**src/rtl/ea_pkg.sv**
```systemverilog
package ea_pkg;

  typedef enum logic [2:0] {
    EA_PCREL = 3'd0,
    EA_BASE  = 3'd1,
    EA_IND   = 3'd2,
    EA_LEA   = 3'd3,
    EA_BAD   = 3'd4
  } ea_mode_e;

  typedef enum logic {
    ST_IDLE = 1'b0,
    ST_WAIT = 1'b1
  } ea_state_e;

  // Opcode classification; opcodes absent here have no addressing mode.
  function automatic ea_mode_e ea_classify(input logic [3:0] op);
    ea_mode_e m;
    case (op)
      4'b0010, 4'b0011: m = EA_PCREL;
      4'b0110, 4'b0111: m = EA_BASE;
      4'b1010, 4'b1011: m = EA_IND;
      4'b1110:          m = EA_LEA;
      default:          m = EA_BAD;
    endcase
    return m;
  endfunction

endpackage

```
**src/rtl/ea_decode.sv**
```systemverilog
module ea_decode
  import ea_pkg::*;
(
  input  logic [3:0] opcode,
  output ea_mode_e   mode
);
  always_comb mode = ea_classify(opcode);
endmodule

```
**src/rtl/ea_offset_add.sv**
```systemverilog
module ea_offset_add #(
  parameter int W  = 16,
  parameter int OW = 9
) (
  input  logic [W-1:0]  base,
  input  logic [OW-1:0] ofs,
  output logic [W-1:0]  sum
);
  localparam int EXT_W = W - OW;

  function automatic logic [W-1:0] sext_add(input logic [W-1:0] b, input logic [OW-1:0] o);
    logic [W-1:0] ext;
    ext = {{EXT_W{o[OW-1]}}, o};
    return b + ext;
  endfunction

  always_comb sum = sext_add(base, ofs);
endmodule

```
**src/rtl/ea_ctrl.sv**
```systemverilog
module ea_ctrl
  import ea_pkg::*;
#(
  parameter int W   = 16,
  parameter int RIW = 3
) (
  input  logic           clk,
  input  logic           rst_n,
  input  logic           start,
  input  ea_mode_e       mode,
  input  logic [W-1:0]   pc_sum,
  input  logic [W-1:0]   base_sum,
  input  logic [RIW-1:0] dst_in,
  input  logic           mem_valid,
  input  logic [W-1:0]   mem_rdata,
  output logic           mem_req,
  output logic [W-1:0]   mem_addr,
  output logic           done,
  output logic [W-1:0]   result,
  output logic           is_value,
  output logic           unsupported,
  output logic [RIW-1:0] dst_idx
);
  ea_state_e    state;
  logic [W-1:0] ptr_q;
  logic         start_accept;
  logic         start_dropped;
  logic         ptr_return;

  assign start_accept  = start && (state == ST_IDLE);
  assign start_dropped = start && (state == ST_WAIT);
  assign ptr_return    = (state == ST_WAIT) && mem_valid;
  assign mem_req       = (state == ST_WAIT);
  assign mem_addr      = ptr_q;

  always_ff @(posedge clk or negedge rst_n) begin
    if (!rst_n) begin
      state       <= ST_IDLE;
      ptr_q       <= '0;
      done        <= 1'b0;
      result      <= '0;
      is_value    <= 1'b0;
      unsupported <= 1'b0;
      dst_idx     <= '0;
    end else begin
      done <= 1'b0;
      if (start_accept) begin
        dst_idx     <= dst_in;
        is_value    <= 1'b0;
        unsupported <= 1'b0;
        case (mode)
          EA_PCREL: begin result <= pc_sum;   done <= 1'b1; end
          EA_BASE:  begin result <= base_sum; done <= 1'b1; end
          EA_LEA:   begin result <= pc_sum;   done <= 1'b1; is_value <= 1'b1; end
          EA_IND:   begin ptr_q  <= pc_sum;   state <= ST_WAIT; end
          default:  begin result <= '0;       done <= 1'b1; unsupported <= 1'b1; end
        endcase
      end else if (ptr_return) begin
        result <= mem_rdata;
        done   <= 1'b1;
        state  <= ST_IDLE;
      end
    end
  end

  // reset clears the handshake outputs
  p_reset_quiet_r9: assert property (@(posedge clk) !rst_n |=> !done && !mem_req && result == '0);
  // request and address held until data returns
  p_req_hold_r4: assert property (@(posedge clk) disable iff (!rst_n)
    (mem_req && !mem_valid) |=> (mem_req && $stable(mem_addr)));
  // nothing completes while the pointer is outstanding
  p_wait_no_done_r7: assert property (@(posedge clk) disable iff (!rst_n)
    (mem_req && !mem_valid) |=> !done);
  // a dropped start leaves the pending register index alone
  p_drop_keeps_dst_r7: assert property (@(posedge clk) disable iff (!rst_n)
    start_dropped |=> $stable(dst_idx));
  // returned pointer completes as an address
  p_ptr_done_r4: assert property (@(posedge clk) disable iff (!rst_n)
    (mem_req && mem_valid) |=> (done && !is_value && !mem_req && result == $past(mem_rdata)));
  // unsupported completions carry no value or address
  p_unsup_clean_r5: assert property (@(posedge clk) disable iff (!rst_n)
    (done && unsupported) |-> (!is_value && result == '0));
endmodule

```
**src/rtl/ea_unit.sv**
```systemverilog
module ea_unit
  import ea_pkg::*;
#(
  parameter int DATA_W  = 16,
  parameter int PCOFS_W = 9,
  parameter int BOFS_W  = 6,
  parameter int RIDX_W  = 3
) (
  input  logic              clk,
  input  logic              rst_n,
  input  logic              start,
  input  logic [DATA_W-1:0] instr,
  input  logic [DATA_W-1:0] pc_inc,
  output logic [RIDX_W-1:0] reg_sel,
  input  logic [DATA_W-1:0] reg_data,
  output logic              mem_req,
  output logic [DATA_W-1:0] mem_addr,
  input  logic              mem_valid,
  input  logic [DATA_W-1:0] mem_rdata,
  output logic              done,
  output logic [DATA_W-1:0] result,
  output logic              is_value,
  output logic              unsupported,
  output logic [RIDX_W-1:0] dst_idx
);
  localparam int OP_LSB  = DATA_W - 4;
  localparam int DST_LSB = OP_LSB - RIDX_W;
  localparam int SEL_LSB = DST_LSB - RIDX_W;

  ea_mode_e          mode;
  logic [DATA_W-1:0] pc_sum;
  logic [DATA_W-1:0] base_sum;

  assign reg_sel = instr[SEL_LSB +: RIDX_W];

  ea_decode u_dec (
    .opcode (instr[DATA_W-1:OP_LSB]),
    .mode   (mode)
  );

  ea_offset_add #(.W(DATA_W), .OW(PCOFS_W)) u_pc_add (
    .base (pc_inc),
    .ofs  (instr[PCOFS_W-1:0]),
    .sum  (pc_sum)
  );

  ea_offset_add #(.W(DATA_W), .OW(BOFS_W)) u_base_add (
    .base (reg_data),
    .ofs  (instr[BOFS_W-1:0]),
    .sum  (base_sum)
  );

  ea_ctrl #(.W(DATA_W), .RIW(RIDX_W)) u_ctrl (
    .clk         (clk),
    .rst_n       (rst_n),
    .start       (start),
    .mode        (mode),
    .pc_sum      (pc_sum),
    .base_sum    (base_sum),
    .dst_in      (instr[DST_LSB +: RIDX_W]),
    .mem_valid   (mem_valid),
    .mem_rdata   (mem_rdata),
    .mem_req     (mem_req),
    .mem_addr    (mem_addr),
    .done        (done),
    .result      (result),
    .is_value    (is_value),
    .unsupported (unsupported),
    .dst_idx     (dst_idx)
  );

  // the value form never opens a memory request
  p_lea_no_req_r3: assert property (@(posedge clk) disable iff (!rst_n)
    (start && !mem_req && mode == EA_LEA) |=> !mem_req);
  // an unsupported opcode never opens a memory request
  p_bad_no_req_r5: assert property (@(posedge clk) disable iff (!rst_n)
    (start && !mem_req && mode == EA_BAD) |=> (!mem_req && done && unsupported));
  // direct forms complete in the following cycle
  p_one_cycle_r1: assert property (@(posedge clk) disable iff (!rst_n)
    (start && !mem_req && (mode == EA_PCREL || mode == EA_BASE)) |=> (done && !is_value));
endmodule

```
**config.mk**
```make
export PLATFORM = sky130hd
export DESIGN_NAME = ea_unit
export DESIGN_NICKNAME = d
export VERILOG_FILES = /design/src/rtl/ea_pkg.sv /design/src/rtl/ea_decode.sv /design/src/rtl/ea_offset_add.sv /design/src/rtl/ea_ctrl.sv /design/src/rtl/ea_unit.sv
export SDC_FILE = /design/constraint.sdc
export NUM_CORES = 1
export LEC_CHECK = 0
export ABC_AREA = 1
export ABC_CLOCK_PERIOD_IN_PS = 1400
export CAP_MARGIN = 20
export CORE_ASPECT_RATIO = 1.75
export CORE_MARGIN = 4
export CORE_UTILIZATION = 30
export DETAILED_ROUTE_END_ITERATION = 10
export GPL_ROUTABILITY_DRIVEN = 0
export MAX_ROUTING_LAYER = met4
export PLACE_DENSITY = 0.6
export SYNTH_ARGS = -nofsm -noshare
export SYNTH_HDL_FRONTEND = slang
export SYNTH_SLANG_ARGS = --single-unit
```
**constraint.sdc**
```tcl
create_clock -name clk -period 1.4 [get_ports clk]
set_clock_uncertainty 0.2 [all_clocks]
set_input_delay 0.42 -clock clk [delete_from_list [all_inputs] [get_ports clk]]
set_output_delay 0.42 -clock clk [all_outputs]
set_load 0.01 [all_outputs]
```
# Yosys cells after proc, flatten, opt, wreduce, memory -nomap -nowiden
# Index checks and enable logic that the tools add are counted.
[totals] regBits=39 latchBits=0 ram_bits=0 romBits=0 in_bits=68 out_inout_bits=42 word_cells=46 n_memories=0
[op_classes] n_addsub=2 multipliers=0 div=0 order_cmp=0 n_eq_ne=12 shift=0 muxes=12 bitwise_logic=1 reduce_logical=12
[ops] cell="$pmux 16 s3" n=1
[ops] cell="$add 16x16->16" n=2
[ops] cell="$mux 16" n=2
[ops] cell="$eq 4x4->1 const B" n=3
[ops] cell="$pmux 3 s4" n=1
[ops] cell="$eq 4x2->1 const B" n=2
[ops] cell="$eq 4x3->1 const B" n=2
[ops] cell="$mux 1" n=8
[ops] cell="$reduce_or 2->1" n=4
[ops] cell="$eq 3x2->1 const B" n=2
[ops] cell="$reduce_and 2->1" n=3
[ops] cell="$ne 2x2->1 const B" n=2
[ops] cell="$reduce_or 4->1" n=1
[ops] cell="$eq 3x1->1 const B" n=1
[ops] cell="$logic_not 3->1" n=1
[ops] cell="$logic_and 1x1->1" n=2
[ops] cell="$reduce_bool 2->1" n=1
[ops] cell="$not 1->1" n=1

# Logic depth before layout (Yosys ltp)
# Gate-level depths: netlist of run 1.
[logic_depth] depth_word=7 ltp_mapped=14 depth_no_buf=14

# Modules after synthesis
# Synthesis of run 1 repeated with hierarchy kept, for this count alone.
[unflattened] hier_cells=657 hier_area_um2=3940.0
[by_module_without_submodules] module="ea_ctrl" n_inst=1 cells_each=289 area_each_um2=2009.4 seq_area_each_um2=975.9
[by_module_without_submodules] module="ea_offset_add (u_pc_add)" n_inst=1 cells_each=179 area_each_um2=938.4 seq_area_each_um2=0.0
[by_module_without_submodules] module="ea_offset_add (u_base_add)" n_inst=1 cells_each=176 area_each_um2=930.9 seq_area_each_um2=0.0
[by_module_without_submodules] module="ea_decode" n_inst=1 cells_each=10 area_each_um2=38.8 seq_area_each_um2=0.0
[by_module_without_submodules] module="ea_unit" n_inst=1 cells_each=3 area_each_um2=22.5 seq_area_each_um2=0.0

# Worst setup path after synthesis of run 1
# Ideal clock, no wire load.
[synth_timing] kind="in2reg" start="input instr[0]" end="register u_ctrl.result[8]" setup_ps=77 t_arrival_ps=1738 t_required_ps=1123 setup_slack_ps=-616 cell_stages=14 path_buffers=0 path_cell_list="ha_1 inv_1 fa_1 inv_1 nand3_1 nand3_1 nand2_1 nand3_1 nand2_1 nand2_1 nand2_1 o21ai_0 nand2_1 a21oi_1"
[synth_via] elab_chain_len=3 word_cells_on_any_way=4 cone_classes="2 x add/sub; 2 x mux"
[synth_lines] item="start: declaration" line="ea_unit.sv:12" text="input logic [DATA_W-1:0] instr,"
[synth_lines] item="$add 16x16->16" line="ea_offset_add.sv:14" text="return b + ext;"
[synth_lines] item="$pmux 16 s3 *" line="ea_ctrl.sv:51" text="case (mode)"
[synth_lines] item="$mux 16 *" line="ea_ctrl.sv:47" text="if (start_accept) begin"
[synth_lines] item="end signal: assignment" line="ea_ctrl.sv:59" text="result <= mem_rdata;"
[synth_lines] item="end: declaration" line="ea_ctrl.sv:19" text="output logic [W-1:0] result,"
# Mark *: on every way between the ends. The rest lies on a longest branch, timed or not.
# A chain may end at the register's enable or synchronous reset.

# Final worst setup path of run 1
[layout_timing] start="input reg_data[6]" end="register u_ctrl.result[13]"
[layout_via] elab_chain_len=3
[layout_lines] item="start: declaration" line="ea_unit.sv:15" text="input logic [DATA_W-1:0] reg_data,"
[layout_lines] item="$add 16x16->16" line="ea_offset_add.sv:14"
[layout_lines] item="$pmux 16 s3" line="ea_ctrl.sv:51"
[layout_lines] item="$mux 16" line="ea_ctrl.sv:47"
# No other way between the ends.

==> results of run 1 <==
through the flow:
step                setup TNS (ns)  instances  instance area, um^2
global route                -14.85        991                 7350
finish                      -11.97        991                 7350
CTS                         -11.60        975                 6979
floorplan                   -9.061        591                 4136
global placement            -44.50        928                 5941
detailed placement          -45.68        928                 5941
registers in the layout, summed over array words and instances, names as in the netlist:
name,count
u_ctrl.is_value,1
u_ctrl.unsupported,1
u_ctrl.mem_addr,16
u_ctrl.result,16
u_ctrl.dst_idx,3
u_ctrl.done,1
u_ctrl.mem_req,1
placed cells by master, fill, tap and decap left out, types with 3 or more instances in the layout:
| master | instances |
|---|---|
| or2_4 | 6 |
| nand4_1 | 4 |
| nand2_2 | 59 |
| nand3_1 | 12 |
| o21ai_1 | 6 |
| nor2_2 | 9 |
| buf_6 | 31 |
| o21ai_0 | 3 |
| a21oi_2 | 25 |
| nor2_4 | 3 |
| nand3_2 | 33 |
| nor3_2 | 4 |
| inv_6 | 3 |
| clkbuf_16 | 5 |
| buf_12 | 9 |
| o21ai_2 | 5 |
| clkdlybuf4s50_1 | 22 |
| nand2_1 | 147 |
| buf_2 | 44 |
| inv_1 | 58 |
| clkdlybuf4s15_2 | 7 |
| nor2_1 | 29 |
| a21oi_1 | 24 |
| dfrtp_1 | 39 |
| buf_8 | 5 |
| nand3_4 | 5 |
| clkdlybuf4s15_1 | 6 |
| dlygate4sd2_1 | 10 |
| buf_4 | 98 |
| inv_12 | 3 |
| nor3_4 | 4 |
| inv_2 | 23 |
| nand2_4 | 23 |
| nand3b_1 | 7 |
| ha_4 | 30 |
| a21oi_4 | 3 |
critical path, delay by kind of cell:
family / cells / cell delay, ns
AND/OR/NAND/NOR: 8 / 0.75
buffers and inverters: 2 / 0.34
AO/OA/AOI/OAI: 1 / 0.12
adder cells (fa/ha/maj): 1 / 0.30
layout make-up:
class	count	area share (%)
well taps	165	2.809
repair inverters	3	0.4937
inverters	87	5.056
clock inverters	1	0.06810
repair buffers	237	28.70
clock buffers	7	1.805
multi-input cells	452	47.79
flip-flops and latches	39	13.28
what timing repair did:
item	4_1_cts	5_1_grt
hold buffers	1	0
setup buffers	35	17
cloned	6	0
pin swaps	110	42
hold endpoints to repair	39	0
endpoints found under the setup margin	81	75
resized for setup	524	67
per-layer routing:
metal / routed length [um] / up-vias / part of all wire (%)
met5: 0 / - / 0
met4: 858 / 0 / 5.5
met3: 518 / 60 / 3.3
met2: 8823 / 157 / 57
met1: 5271 / 2266 / 34
li1: - / 2344 / -
worst min path at each step:
stage | from | end | slack (ns)
4_1_cts | u_ctrl.dst_idx[0] | u_ctrl.dst_idx[0] | 0.28
2_1_floorplan | rst_n | u_ctrl.done | -0.08
3_3_place_gp | rst_n | u_ctrl.dst_idx[1] | 0.21
6_report | u_ctrl.dst_idx[0] | u_ctrl.dst_idx[0] | 0.28
5_1_grt | u_ctrl.dst_idx[0] | u_ctrl.dst_idx[0] | 0.32
3_5_place_dp | rst_n | u_ctrl.result[13] | 0.21
logic make-up after synthesis:
family | count (synthesis) | synth area share (%)
adders and majority gates | 32 | 11.20
DFF | 39 | 26.31
buffers and inverters | 100 | 11.97
and+or+nand+nor | 346 | 39.56
xor gates and xnor gates | 5 | 1.181
AOI/OAI and AO/OA | 69 | 9.781
power breakdown:
part	total, uW	internal, uW	switching (uW)
Combinational	3270	1650	1620
Clock	1110	659	448
Sequential	1510	1360	153
Total	5890	3670	2220
==> results.md, run 1 <==
| Group | Metric | Reported |
|:---|:---|:---|
| setup path | Capture point of the critical path | u_ctrl.result[13] |
| finish | Area Overhead vs Synth | 98.11% |
| clock tree | Clock buffers created by TritonCTS | 5 |
| run | Number of max-cap violations | 0 |
| finish | Count of filler cells inserted in the layout | 1,055 |
| setup path | Critical R2R Capture | u_ctrl.result[8] |
| global routing | Total global routing overflow | 0 |
| pwr | VDD IR max | 0.0004805 V |
| global routing | Total routing resource utilization after global routing | 21.65% |
| yosys | Most common cell in the synthesized netlist | nand2_1 |
| finish | Antenna cells | 0 |
| yosys | Number of warnings reported in the yosys synthesis log | 0 |
| routing | Mean routed wirelength per cell | 15.61 um |
| global routing | GRT busiest layer | met2 |
| floorplanning | Height of the die | 155.1 um |
| yosys | Fraction of synthesized cell area taken by the top area cell type | 26.31% |
| setup path | Cell type of the slowest stage on the worst timing path | ha_4 |
| place | Quantity of I/O buffers inserted on ports | 109 |
| setup path | Most common cell type on the critical path | nand2_2 |
| yosys | Fraction of the yosys area taken by sequential cells | 26.31% |
| timing | Final setup violation count | 70 |
| setup path | Largest fanout on the critical path | 4 |
| timing | Slew @ Worst Pin | 0.2371 ns |
| clock tree | TritonCTS clock tree | built |
| yosys | Net count after synthesis | 691 |
| routing | Via density | 4.871 |
| floorplanning | Die W | 92.06 um |
| setup path | R2R depth | 8 |
| global routing | Number of global-route vias before repair | 5,092 |
| timing | Final critical-path share of the clock period | 137.4% |
| yosys | #FFs+latches synth | 39 |
| setup path | Launch point of the worst reg-to-reg path | u_ctrl.mem_req |
| finish | Utilization after layout | 60.90% |
| finish | Total number of nets in the final design | 925 |
| timing | Final number of max-transition violations | 0 |
| status | Failing checks | negative setup slack |
| yosys | Synth cell count leaders | nand2_1 (225), inv_1 (83), a21oi_1 (49), nand3_1 (49), nor2_1 (40) |
| yosys | Dominant synthesized flop cell | dfrtp_1 |
| setup path | Ordered list of cells on the worst path | dlygate4sd2_1 > ha_4 > nand2_2 > inv_2 > nand2_2 > nor3_2 > nand2_2 > nand3_1 > nand3_2 > nand2_1 > nand2_1 > a21oi_2 |
| floorplanning | Area of the die | 14,280 um^2 |
| clock tree | Clock Tree Buf Depth | 2 |
| pwr | Power per standard cell area | 801.8 nW/um^2 |
| timing | Relative slew slack | 84.08% |
| global routing | First-pass GRT wire length | 24,090 um |
| yosys | Synthesized instance count | 591 |
| floorplanning | Top-level port count | 110 |
| pwr | Power after layout | 5893 uW |
| setup path | Critical Path Start Type | primary input |
| global routing | Global-route track usage on met1 | 19.88% |
| setup path | Register-to-Register Setup Slack | -0.06 ns |
| yosys | Count of flip-flops with a built-in enable after synthesis | 0 |
| global routing | Number of antenna violations at the first check in global routing | 0 |
| clock tree | Root cell of the clock tree | clkbuf_16 |
| setup path | Crit. End Element | flip-flop |
| clock tree | Number of sinks driven by the clock tree | 39 |
| setup path | Data required, critical path | 1.41 ns |
| timing | Min Tclk post-route | 1.924 ns |
| place | Worst slack after detailed placement | -1.359 ns |
| routing | Residual antenna-violating net count after detailed routing | 0 |
| clock tree | Clock-pin transition on the worst setup and hold timing paths | 0.05 ns |
| worst hold path | Path class of the lowest-slack min-delay path | reg2reg |
| setup path | Critical path start-end classification | in2reg |
| pwr | Leakage component of the power | 0.003604 uW |
| timing | Worst-case hold slack | 0.2829 ns |
| yosys | Synth async-reset ratio | 100.0% |
| yosys | Cell area after synthesis | 3710 um^2 |
| timing | Unrepaired setup endpoints after global routing | true |
| routing | Final wirelength | 15,470 um |
| routing | DRC marker count from the first detailed-route iteration | 146 |
| setup path | Worst setup path start | reg_data[6] |
| finish | Proportion of layout cells with a drive suffix above 1 | 54.72% |
| routing | Detailed-route via count | 4,827 |
| yosys | Netlist cell types | 32 |
| yosys | Top post-synthesis cells by area | dfrtp_1 (26%), nand2_1 (23%), ha_1 (10%), inv_1 (8.4%), a21oi_1 (6.6%) |
| timing | Final hold viol count | 0 |
| clock tree | Clock latency on the worst-skew pair | 0.28 ns |
| floorplanning | Initial Util | 30.74% |
| timing | Setup WS post-layout | -0.5237 ns |
| timing | Highest clock rate | 519.8 MHz |
| worst hold path | Number of cells traversed by the worst hold path | 2 |
| yosys | Average size of a mapped cell | 6.277 um^2 |
| yosys | Leading area contributor after synthesis | dfrtp_1 |
| global routing | Met3 usage in global routing | 1.693% |
| setup path | Stage delay of the slowest cell on the critical path | 0.30 ns |
| finish | Multi-input logic area | 3512 um^2 |
| setup path | Worst EP arrival | 1.93 ns |
| routing | DRC violation count after routing | 0 |
| global routing | Met2 track utilization from global routing | 42.64% |
| status | Status | finished with violations |
| finish | Total area of sequential cells | 975.9 um^2 |
| routing | First drt pass iteration count | 4 |
| floorplanning | Rows | 53 |
| global routing | Pin count of the biggest net entering global routing | 40 |
| place | DP HPWL | 11,260 um |
| clock tree | Number of H-tree levels | 2 |
| floorplanning | Core area | 12,070 um^2 |
Power figures use the tool's default switching activity.
==> inputs of run 2 (changes only) <==
- CORE_ASPECT_RATIO: 1.75 -> 1.1
==> results.md, run 2 (same netlist as run 1, synthesis figures left out) <==
| Group | Metric | Reported | vs previous |
|:---|:---|:---|:---|
| routing | Via density | 4.786 | was 4.871 |
| floorplanning | Die W | 114.0 um | was 92.06 um |
| global routing | Number of antenna violations at the first check in global routing | 0 | unchanged |
| place | DP HPWL | 10,310 um | was 11,260 um |
| finish | Utilization after layout | 61.47% | was 60.90% |
| timing | Setup WS post-layout | -0.5218 ns | was -0.5237 ns |
| clock tree | Root cell of the clock tree | clkbuf_16 | unchanged |
| setup path | Critical Path Start Type | primary input | unchanged |
| floorplanning | Rows | 42 | was 53 |
| timing | Relative slew slack | 83.84% | was 84.08% |
| routing | DRC marker count from the first detailed-route iteration | 266 | was 146 |
| run | Number of max-cap violations | 0 | unchanged |
| pwr | VDD IR max | 0.0005672 V | was 0.0004805 V |
| worst hold path | Path class of the lowest-slack min-delay path | reg2reg | unchanged |
| floorplanning | Area of the die | 14,210 um^2 | was 14,280 um^2 |
| clock tree | TritonCTS clock tree | built | unchanged |
| status | Status | finished with violations | unchanged |
| clock tree | Clock buffers created by TritonCTS | 5 | unchanged |
| clock tree | Number of H-tree levels | 2 | unchanged |
| setup path | Worst EP arrival | 1.92 ns | was 1.93 ns |
| finish | Area Overhead vs Synth | 100.3% | was 98.11% |
| floorplanning | Top-level port count | 110 | unchanged |
| routing | First drt pass iteration count | 4 | unchanged |
| routing | Mean routed wirelength per cell | 14.76 um | was 15.61 um |
| routing | Residual antenna-violating net count after detailed routing | 0 | unchanged |
| pwr | Leakage component of the power | 0.003612 uW | was 0.003604 uW |
| clock tree | Clock Tree Buf Depth | 2 | unchanged |
| setup path | Data required, critical path | 1.40 ns | was 1.41 ns |
| setup path | Critical path start-end classification | in2reg | unchanged |
| finish | Most common cell after layout, fill and taps aside | nand2_1 | unchanged |
| routing | Detailed-route via count | 4,671 | was 4,827 |
| clock tree | Clock-pin transition on the worst setup and hold timing paths | 0.05 ns | about the same |
| timing | Final setup violation count | 65 | was 70 |
| finish | Number of standard cells in the layout, taps in and fillers out | 976 | was 991 |
| place | Quantity of I/O buffers inserted on ports | 109 | unchanged |
| finish | Commonest cells after routing, fill and taps aside | nand2_1 (131), buf_4 (91), nand2_2 (71), inv_1 (54), buf_2 (43) | was nand2_1 (147), buf_4 (98), nand2_2 (59), inv_1 (58), buf_2 (44) |
| global routing | Total global routing overflow | 0 | unchanged |
| floorplanning | Height of the die | 124.6 um | was 155.1 um |
| timing | Min Tclk post-route | 1.922 ns | was 1.924 ns |
| timing | Slew @ Worst Pin | 0.2399 ns | was 0.2371 ns |
| finish | Proportion of layout cells with a drive suffix above 1 | 55.96% | was 54.72% |
| clock tree | Number of sinks driven by the clock tree | 39 | unchanged |
| timing | Unrepaired setup endpoints after global routing | true | unchanged |
| floorplanning | Initial Util | 30.69% | was 30.74% |
| global routing | First-pass GRT wire length | 22,870 um | was 24,090 um |
| global routing | Total routing resource utilization after global routing | 19.92% | was 21.65% |
| finish | Count of filler cells inserted in the layout | 1,059 | was 1,055 |
| floorplanning | Core area | 12,090 um^2 | was 12,070 um^2 |
| finish | Antenna cells | 0 | unchanged |
| routing | Final wirelength | 14,410 um | was 15,470 um |
| finish | Total number of nets in the final design | 923 | was 925 |
| finish | Multi-input logic area | 3622 um^2 | was 3512 um^2 |
| timing | Final number of max-transition violations | 0 | unchanged |
| global routing | Number of global-route vias before repair | 4,717 | was 5,092 |
| pwr | Power per standard cell area | 787.6 nW/um^2 | was 801.8 nW/um^2 |
| timing | Final critical-path share of the clock period | 137.3% | was 137.4% |
| timing | Highest clock rate | 520.3 MHz | was 519.8 MHz |
| clock tree | Clock latency on the worst-skew pair | 0.27 ns | was 0.28 ns |
| finish | Total area of sequential cells | 975.9 um^2 | unchanged |
| setup path | Largest fanout on the critical path | 7 | was 4 |
| timing | Final hold viol count | 0 | unchanged |
| routing | DRC violation count after routing | 0 | unchanged |
| setup path | Crit. End Element | flip-flop | unchanged |
| global routing | Pin count of the biggest net entering global routing | 40 | unchanged |
| place | Placed instance count | 917 | was 928 |
| status | Failing checks | negative setup slack | unchanged |
run 2: area by class of cell:
class | instances | share of cell area [%]
repair inverters | 2 | 0.3705
multi-input cells | 452 | 48.75
clock buffers | 6 | 1.735
well taps | 154 | 2.593
flip-flops and latches | 39 | 13.14
repair buffers | 236 | 28.54
inverters | 87 | 4.867
run 2: final timing paths:
| path | from | end | slack (ns) | cells past startpoint |
|---|---|---|---|---|
| hold reg to reg | u_ctrl.unsupported | u_ctrl.unsupported | 0.30 | 2 |
| max in group asynchronous | rst_n | u_ctrl.mem_addr[2] | 0.36 | 3 |
| setup reg to reg | u_ctrl.mem_req | u_ctrl.result[10] | -0.11 | 8 |
| min in group asynchronous | rst_n | u_ctrl.dst_idx[0] | 0.45 | 3 |
| hold / removal | u_ctrl.unsupported | u_ctrl.unsupported | 0.30 | 2 |
| setup / recovery | instr[8] | u_ctrl.result[13] | -0.52 | 13 |
run 2: through the flow:
stage / setup slack (ns) / cell area, um^2 / hold slack, ns / setup TNS [ns] / total power (uW)
finish: -0.5218 / 7430 / 0.3022 / -11.31 / 5851
CTS: -0.4899 / 6761 / 0.2837 / -11.03 / 5373
global route: -0.6114 / 7430 / 0.3235 / -14.29 / 6246
global placement: -1.371 / 5952 / 0.2080 / -44.53 / 4072
floorplan: -0.5098 / 4136 / -0.07559 / -9.061 / 2704
detailed placement: -1.394 / 5952 / 0.2088 / -45.65 / 4107
run 2: critical path, cell delays in order:
cell	delay, ns
buf_6	0.10
buf_12	0.14
ha_4	0.30
nand2_2	0.06
inv_2	0.09
nand2_4	0.07
nor3_4	0.15
nand2_2	0.08
nand3b_1	0.13
nand3_2	0.13
nand2_1	0.09
nand2_1	0.06
a21oi_2	0.12
run 2: routing by layer:
layer | vias up | part of all wire (%) | GRT usage [%]
met5 | - | 0 | -
met4 | 0 | 2.2 | 3.424
met3 | 24 | 4.0 | 2.915
met2 | 114 | 54 | 35.25
met1 | 2193 | 40 | 24.15
li1 | 2340 | - | -
run 2: timing repair:
| action | 4_1_cts | 5_1_grt |
|---|---|---|
| pin swaps | 93 | 97 |
| hold buffers | 1 | 0 |
| gates cloned | 4 | 1 |
| resized for setup | 451 | 154 |
| setup endpoints to repair | 81 | 79 |
| endpoints found under the hold margin | 39 | 0 |
| setup buffers | 24 | 26 |
run 2: power by group:
part	internal (uW)	switching (uW)	leakage [uW]
Clock	639	388	0.0000628
Sequential	1360	173	0.000472
Combinational	1670	1620	0.00308
